===== src/rtl/muldiv_pkg.sv =====
package muldiv_pkg;
  typedef enum logic [1:0] {
    OP_MUL_S = 2'd0,
    OP_MUL_U = 2'd1,
    OP_DIV_S = 2'd2,
    OP_DIV_U = 2'd3
  } md_op_e;
endpackage


===== src/rtl/muldiv_prep.sv =====
// Operand conditioning: decode, magnitudes and result sign flags.
module muldiv_prep import muldiv_pkg::*; #(
  parameter int W = 32
) (
  input  md_op_e       op,
  input  logic [W-1:0] a,
  input  logic [W-1:0] b,
  output logic         is_div,
  output logic [W-1:0] mag_a,
  output logic [W-1:0] mag_b,
  output logic         neg_main,
  output logic         neg_rem
);
  logic sgn, sa, sb;

  always_comb begin
    sgn      = (op == OP_MUL_S) || (op == OP_DIV_S);
    is_div   = (op == OP_DIV_S) || (op == OP_DIV_U);
    sa       = sgn & a[W-1];
    sb       = sgn & b[W-1];
    mag_a    = sa ? (~a + 1'b1) : a;
    mag_b    = sb ? (~b + 1'b1) : b;
    neg_main = sa ^ sb;
    neg_rem  = is_div & sa;
  end
endmodule


===== src/rtl/muldiv_step.sv =====
// One iteration of shift-add multiply or restoring shift-subtract divide.
module muldiv_step #(
  parameter int W = 32
) (
  input  logic         is_div,
  input  logic [W-1:0] acc_hi,
  input  logic [W-1:0] acc_lo,
  input  logic [W-1:0] opnd,
  output logic [W-1:0] nxt_hi,
  output logic [W-1:0] nxt_lo
);
  logic [W:0] add_sum;
  logic [W:0] shl;
  logic [W:0] diff;

  always_comb begin
    add_sum = {1'b0, acc_hi} + (acc_lo[0] ? {1'b0, opnd} : '0);
    shl     = {acc_hi, acc_lo[W-1]};
    diff    = shl - {1'b0, opnd};
    if (!is_div) begin
      {nxt_hi, nxt_lo} = {add_sum, acc_lo[W-1:1]};
    end else if (!diff[W]) begin
      nxt_hi = diff[W-1:0];
      nxt_lo = {acc_lo[W-2:0], 1'b1};
    end else begin
      nxt_hi = shl[W-1:0];
      nxt_lo = {acc_lo[W-2:0], 1'b0};
    end
  end
endmodule


===== src/rtl/muldiv_fix.sv =====
// Final sign correction of the magnitude result.
module muldiv_fix #(
  parameter int W = 32
) (
  input  logic         is_div,
  input  logic         neg_main,
  input  logic         neg_rem,
  input  logic [W-1:0] raw_hi,
  input  logic [W-1:0] raw_lo,
  output logic [W-1:0] res_hi,
  output logic [W-1:0] res_lo
);
  logic [2*W-1:0] prod;

  always_comb begin
    prod = {raw_hi, raw_lo};
    if (neg_main) prod = ~prod + 1'b1;
    if (is_div) begin
      res_lo = neg_main ? (~raw_lo + 1'b1) : raw_lo;
      res_hi = neg_rem  ? (~raw_hi + 1'b1) : raw_hi;
    end else begin
      {res_hi, res_lo} = prod;
    end
  end
endmodule


===== src/rtl/muldiv_unit.sv =====
module muldiv_unit import muldiv_pkg::*; #(
  parameter int W = 32
) (
  input  logic         clk,
  input  logic         rst,
  input  logic         start,
  input  logic [1:0]   op,
  input  logic [W-1:0] opa,
  input  logic [W-1:0] opb,
  output logic         busy,
  output logic [W-1:0] hi,
  output logic [W-1:0] lo
);
  localparam int CW = (W > 1) ? $clog2(W) : 1;
  localparam logic [CW-1:0] LAST = CW'(W - 1);

  logic         p_div, p_negm, p_negr;
  logic [W-1:0] p_ma, p_mb;
  logic [W-1:0] s_hi, s_lo, f_hi, f_lo;

  logic          busy_q, div_q, negm_q, negr_q;
  logic [CW-1:0] cnt_q;
  logic [W-1:0]  wh_q, wl_q, mb_q, hi_q, lo_q;

  muldiv_prep #(.W(W)) u_prep (
    .op(md_op_e'(op)), .a(opa), .b(opb), .is_div(p_div),
    .mag_a(p_ma), .mag_b(p_mb), .neg_main(p_negm), .neg_rem(p_negr)
  );

  muldiv_step #(.W(W)) u_step (
    .is_div(div_q), .acc_hi(wh_q), .acc_lo(wl_q), .opnd(mb_q),
    .nxt_hi(s_hi), .nxt_lo(s_lo)
  );

  muldiv_fix #(.W(W)) u_fix (
    .is_div(div_q), .neg_main(negm_q), .neg_rem(negr_q),
    .raw_hi(s_hi), .raw_lo(s_lo), .res_hi(f_hi), .res_lo(f_lo)
  );

  always_ff @(posedge clk) begin
    if (rst) begin
      busy_q <= 1'b0;
      cnt_q  <= '0;
      div_q  <= 1'b0;
      negm_q <= 1'b0;
      negr_q <= 1'b0;
      wh_q   <= '0;
      wl_q   <= '0;
      mb_q   <= '0;
      hi_q   <= '0;
      lo_q   <= '0;
    end else if (!busy_q) begin
      if (start) begin
        busy_q <= 1'b1;
        cnt_q  <= '0;
        div_q  <= p_div;
        negm_q <= p_negm;
        negr_q <= p_negr;
        wh_q   <= '0;
        wl_q   <= p_ma;
        mb_q   <= p_mb;
      end
    end else begin
      wh_q  <= s_hi;
      wl_q  <= s_lo;
      cnt_q <= cnt_q + 1'b1;
      if (cnt_q == LAST) begin
        busy_q <= 1'b0;
        hi_q   <= f_hi;
        lo_q   <= f_lo;
      end
    end
  end

  assign busy = busy_q;
  assign hi   = hi_q;
  assign lo   = lo_q;
endmodule


===== config.mk =====
export PLATFORM = sky130hd
export DESIGN_NAME = muldiv_unit
export DESIGN_NICKNAME = d
export VERILOG_FILES = /design/src/rtl/muldiv_pkg.sv /design/src/rtl/muldiv_prep.sv /design/src/rtl/muldiv_step.sv /design/src/rtl/muldiv_fix.sv /design/src/rtl/muldiv_unit.sv
export SDC_FILE = /design/constraint.sdc
export NUM_CORES = 1
export LEC_CHECK = 0
export BUFFER_PORTS_ARGS = -buffer_cell sky130_fd_sc_hd__buf_4
export CAP_MARGIN = 20
export CORE_UTILIZATION = 55
export DETAILED_ROUTE_END_ITERATION = 6
export GPL_TIMING_DRIVEN = 0
export PLACE_DENSITY = 0.75
export REMOVE_ABC_BUFFERS = 1
export SLEW_MARGIN = 20
export SYNTH_ARGS = -nofsm -noshare
export SYNTH_HDL_FRONTEND = slang
export SYNTH_SLANG_ARGS = --single-unit

===== constraint.sdc =====
create_clock -name clk -period 11 [get_ports clk]
set_input_delay 1.65 -clock clk [delete_from_list [all_inputs] [get_ports clk]]
set_output_delay 1.65 -clock clk [all_outputs]
set_load 0.05 [all_outputs]

### Yosys cells after proc, flatten, opt, wreduce, memory -nomap -nowiden

Cells that the tools add are included.

* flip-flop bits (word level): 169
* latch bits: 0
* bits in writable memories: 0
* memory bits (read-only): 0
* input port bits: 69
* output and inout port bits: 65
* logic and storage cells: 58
* memories: 0

* $add $sub $neg: 8
* $mul: 0
* divide/modulo/power cells: 0
* order comparisons: 0
* equality and inequality tests: 3
* shifts and indexed selects: 0
* muxes and demuxes: 21
* bitwise logic cells: 10
* reduce and logical (&&, ||, !) cells: 6

Operators with widths (count)
* $mux W32: 14
* $add A32 B1 Y32 const B: 4
* $not A32 Y32: 4
* $add A64 B1 Y64 const B: 1
* $mux W64: 1
* $not A64 Y64: 1
* $add A32 B33 Y33: 1
* $sub A33 B32 Y33: 1
* $mux W5: 2
* $add A5 B1 Y5 const B: 1
* $eq A5 B5 Y1 const B: 1
* $eq A2 B2 Y1 const B: 2
* $mux W1: 4
* $reduce_and A2 Y1: 2
* $and A1 B1 Y1: 3
* $logic_not A2 Y1: 1
* $logic_or A1 B1 Y1: 2
* $reduce_bool A2 Y1: 1
* $not A1 Y1: 1
* $xor A1 B1 Y1: 1

### Depth between registers and ports, before layout

* word-level depth: 7
* gate-level depth with buffers: 26

### Cells and area by module

Synthesis repeated with hierarchy kept, for this count alone.

* cells, all modules: 1900
* area, all modules: 14346.3 µm²

By module, submodules not included
* muldiv_unit: instances 1, cells each 745, area an instance 6492.5 µm²
* muldiv_step: instances 1, cells each 682, area an instance 4703.3 µm²
* muldiv_fix: instances 1, cells each 252, area an instance 1661.6 µm²
* muldiv_prep: instances 1, cells each 221, area an instance 1488.9 µm²

### Least setup slack after synthesis

OpenSTA, ideal clock, no wires.

* kind: register -> register
* from: register mb_q[11]
* to: register hi_q[28] (netlist: hi[28])
* setup time: 0.086 ns
* arrival: 5.199 ns
* data required time: 10.914 ns
* setup slack: 5.716 ns
* stages on the path, launching flop included: 26
* buffers on the path: 5
* clock period less this slack: 5.284 ns
* cell sequence: dfxtp_1 > inv_1 > ha_1 > buf_2 > nand4_1 > a2111o_1 > a31oi_2 > o311a_1 > o211a_1 > buf_2 > buf_6 > clkbuf_1 > clkbuf_1 > nand2_1 > o21ai_0 > a21o_1 > ha_1 > nand3_1 > mux2i_1 > nor2_1 > nor4_2 > or3b_2 > o31ai_1 > a22oi_1 > xnor2_1 > a211oi_1

* cells in the longest elaborated chain, start to end: 7

Ends and longest elaborated chain
* from (decl): RTL line muldiv_unit.sv:23 `logic [W-1:0] wh_q, wl_q, mb_q, hi_q, lo_q;`
* from (signal assigned): RTL line muldiv_unit.sv:61 `mb_q <= p_mb;`
* $sub A33 B32 Y33 or $mux W32 (tied branches): RTL line muldiv_step.sv:19, muldiv_step.sv:17
* $mux W1 (tied with other cells): RTL line muldiv_step.sv:22 `end else if (!diff[W]) begin`
* $mux W32: RTL line muldiv_step.sv:20 `if (!is_div) begin`
* $not A64 Y64 or $not A32 Y32 (tied branches): RTL line muldiv_fix.sv:17, muldiv_fix.sv:20
* $add A64 B1 Y64 or $add A32 B1 Y32 (tied branches): RTL line muldiv_fix.sv:17, muldiv_fix.sv:20
* $mux W64 or $mux W32 (tied branches): RTL line muldiv_fix.sv:17, muldiv_fix.sv:20
* $mux W32 (*): RTL line muldiv_fix.sv:18 `if (is_div) begin`
* to (signal assigned): RTL line muldiv_unit.sv:69 `hi_q <= f_hi;`
* to (decl): RTL line muldiv_unit.sv:23

Mark *: on every way between the ends. The rest lies on a longest branch, timed or not.
A chain may end at the register's enable or synchronous reset.

### Final worst setup path

* from: register mb_q[17]
* to: register hi_q[26] (netlist: hi[26])

The elaborated chain is that of the path after synthesis.

==> results by group <==
Global routing
  – Initial antenna violation count: 0
  – Total grt overflow: 0
  – Vias in the first global route: between 10000 and 15000
  – Largest net degree at the start of global routing: between 100 and 150
  – First-pass GRT wire length: about 71000 um
  – All-Layer GR Usage: 33.2%

Synth
  – List of most frequent post-synthesis cells: nor2_1 (258), a21oi_1 (212), nand2_1 (205), dfxtp_1 (169), o21ai_0 (114)
  – Synth Flop Type: dfxtp_1
  – Post-synth ARST share: 0%
  – Mapped Avg Cell Area: between 7 and 8 um^2
  – Post-synth top area cell: dfxtp_1
  – Post-Synthesis Cells: a little over 2000
  – Top cell type's share of synthesized area: a little under a quarter
  – Most numerous cell in the Yosys netlist: nor2_1
  – Sequential share of the synthesized area: approximately 23%
  – Post-synth EDFFs: 0
  – Post-synthesis cell area: about 15000 um^2
  – Yosys reg bits: about 170
  – Syn. warnings: 0
  – Top post-synthesis cells by area: dfxtp_1 (23%), a21oi_1 (7.3%), nor2_1 (6.7%)
  – Yosys cell types: 80

Timing
  – Hold Fails Final Rpt: 0
  – Fin. max-slew vios: 0
  – Hold Worst Slack: about 450 ps
  – Period minus WS final: ~7400 ps
  – Final Setup Violations: 0
  – Slew of the pin with the lowest slew margin: ~1100 ps
  – Ratio of final minimum period to clock period: between 60% and 70%
  – RSZ-0062 raised after global routing: no
  – Setup TNS: 0 ps
  – Fmax achieved: roughly 0.14 GHz
  – Clock skew: between 15 and 20 ps
  – Max-slew headroom: 23.2%

Clocking
  – Post-CTS Resized: 0
  – Post-CTS setup buffers: 0
  – CTS root buffer: clkbuf_16
  – CTS tree: done
  – Register clock-pin slew on the reported worst setup and hold paths: 80 ps
  – Htree depth: 4
  – Clock Latency Late Sink: 450 ps
  – Hold_buf cts: 0
  – TritonCTS Sinks: around 170
  – Number of CTS-inserted buffers: 17
  – CTS Buffer Depth: 2

Setup path
  – CP Capture Type: flip-flop
  – Req. time, crit path: roughly 11000 ps
  – Critical R2R Launch: mb_q[17]$_SDFFE_PP0P_
  – Startpoint Class: flip-flop
  – WS Path Type: flip-flop to flip-flop
  – Worst R2R Setup Slack: about 3600 ps
  – Crit. Startpoint: mb_q[17]$_SDFFE_PP0P_
  – Maximum net fanout on the critical path: 17
  – Crit path arrival time: around 7800 ps

Power
  – Max VDD drop: around 0.11 mV
  – P_int: ~1.2 mW
  – Clock Power Share: between 30% and 40%
  – Pleak: between 6 and 7 nW
  – Share of power burned in registers: around 36%
  – PD cells: around 120 nW/um^2
  – Comb pwr share: 31.3%
  – Sw frac: a little under two fifths
  – Final Total Pwr: between 1.5 and 2 mW
  – Psw: about 0.72 mW

Placed design
  – Placer Congestion: 0.990
  – DP HPWL: roughly 34000 um
  – Placed cells: around 2400
  – IO Port Bufs: about 130

Cells and area
  – Sequential cell area: ~3400 um^2
  – N_diodes: 0
  – Fill cells: roughly 2500
  – Fraction of layout cells with a size suffix above 1: about an eighth
  – Final nets: about 2200
  – Layout area overhead: 12.1%
  – Multi-input logic area: ~10000 um^2
  – Layout Cells excl Fill: 2411

Floorplan
  – Die area: 27100 um^2
  – Die Width: 165 um
  – Die Ht: 165 um
  – Ports: roughly 130
  – Initial Util: ~56%
  – Core Rows: between 50 and 60
  – Core area: around 26000 um^2

Detailed routing
  – DRC Markers: 0
  – Post-route ant nets: 0
  – DR WL/cell: 18.8 um
  – DRT iter0 DRCs: 1496
  – 1st-pass router iterations: 6
  – Routed vias/inst: between 6 and 7
  – Via count: 15200
  – Routed WL: around 45000 um

Flow run
  – Max cap viols: 0

Worst hold path
  – Hold Path Origin: lo[23]$_SDFFE_PP0P_
  – HP Class: flip-flop to flip-flop

Outcome
  – Run status: complete, no violations
[routing by layer]
metal / track usage, % / part of all wire, % / vias up
met5: 0 / 0 / -
met4: 14.4 / 3.7 / 0
met1: 46.3 / 46 / 7191
met2: 51.3 / 45 / 554
li1: - / - / 7376
met3: 3.79 / 5.7 / 102
[cells by family after synthesis]
group / Yosys count / synth area share [%]
buf+inv: 199 / 5.33
mux: 64 / 4.72
fa+ha+maj: 72 / 6.29
compound gates: 610 / 26.9
flops: 169 / 23.2
simple gates: 775 / 25.1
xor+xnor: 139 / 8.36
[power groups by stage]
stage	Combinational [mW]	Sequential [mW]	Clock [mW]
detailed placement	0.571	0.688	0
global placement	0.545	0.701	0
CTS	0.575	0.674	0.626
global route	0.644	0.679	0.649
floorplan	0.396	0.683	0
finish	0.589	0.675	0.621
[worst max-delay path, stage by stage, from the launching register on]
cell and delay [ps]:
dfxtp_1 370, inv_1 60, ha_1 390, a21oi_2 240
o21ai_1 170, a2111o_1 470, or3_1 490, o211ai_2 830
nor2_1 490, a21oi_1 400, ha_1 240, nand2_1 100
nor3_1 490, nand3_1 310, or3_1 490, nor2_1 370
a21oi_1 110, nand3b_1 230, a2111oi_0 750, nand3_1 160
o211ai_1 120
[state kept, by name (all words and copies together) (netlist names)]
signal,flops
hi,32
lo,32
mb_q,32
wh_q,32
wl_q,32
cnt_q,5
busy,1
div_q,1
negm_q,1
negr_q,1
[cell usage in the layout, fill, tap and decap left out, types with 7 or more instances in the layout]
cell,synthesis,routed
nor2_1,258,258
a21oi_1,212,212
nand2_1,205,204
dfxtp_1,169,165
buf_4,1,132
o21ai_0,114,114
xnor2_1,81,81
inv_1,73,72
ha_1,70,70
a211oi_1,69,69
nor3_1,58,58
xor2_1,58,58
and2_1,43,42
nand3_1,37,37
mux2_2,37,37
nor3b_1,36,36
or3_1,30,30
a21o_1,27,27
mux2i_1,27,27
nor4_1,24,24
a31oi_1,22,22
a311oi_1,19,19
nand2b_1,18,18
clkbuf_16,0,17
o21a_1,15,15
and3_1,14,14
o31ai_1,14,14
nand4_1,13,13
nor2b_1,13,12
o211ai_1,11,11
o41ai_1,10,10
nand3b_1,8,8
o22ai_1,8,8
o21bai_1,8,8
clkinv_8,0,7
[path summary, 6_finish.rpt]
path | cells after the start | endpoint
hold reg to reg | 2 | lo[23]$_SDFFE_PP0P_
hold / removal | 2 | lo[23]$_SDFFE_PP0P_
setup reg to reg | 20 | hi[26]$_SDFFE_PP0P_
setup / recovery | 20 | hi[26]$_SDFFE_PP0P_
[layout make-up]
cell class / count / area share, %
tap: 335 / 2.57
clock inverter: 15 / 1.12
sequential: 169 / 20.8
multi-input combinational: 1660 / 63.8
clock buffer: 17 / 2.61
timing repair buffer: 142 / 7.41
inverter: 73 / 1.68
[stage by stage]
| step | worst slack, ps | util [%] | instance area (um^2) |
|---|---|---|---|
| 5_1_grt | 3430 | 62.8 | 16300 |
| 2_1_floorplan | 4020 | - | 14100 |
| 3_5_place_dp | 4020 | 60.4 | 15700 |
| 6_report | 3610 | 62.8 | 16300 |
| 3_3_place_gp | 698 | 59.5 | 15500 |
| 4_1_cts | 3980 | 62.8 | 16300 |
No activity file was read; power rests on OpenSTA's default activity.
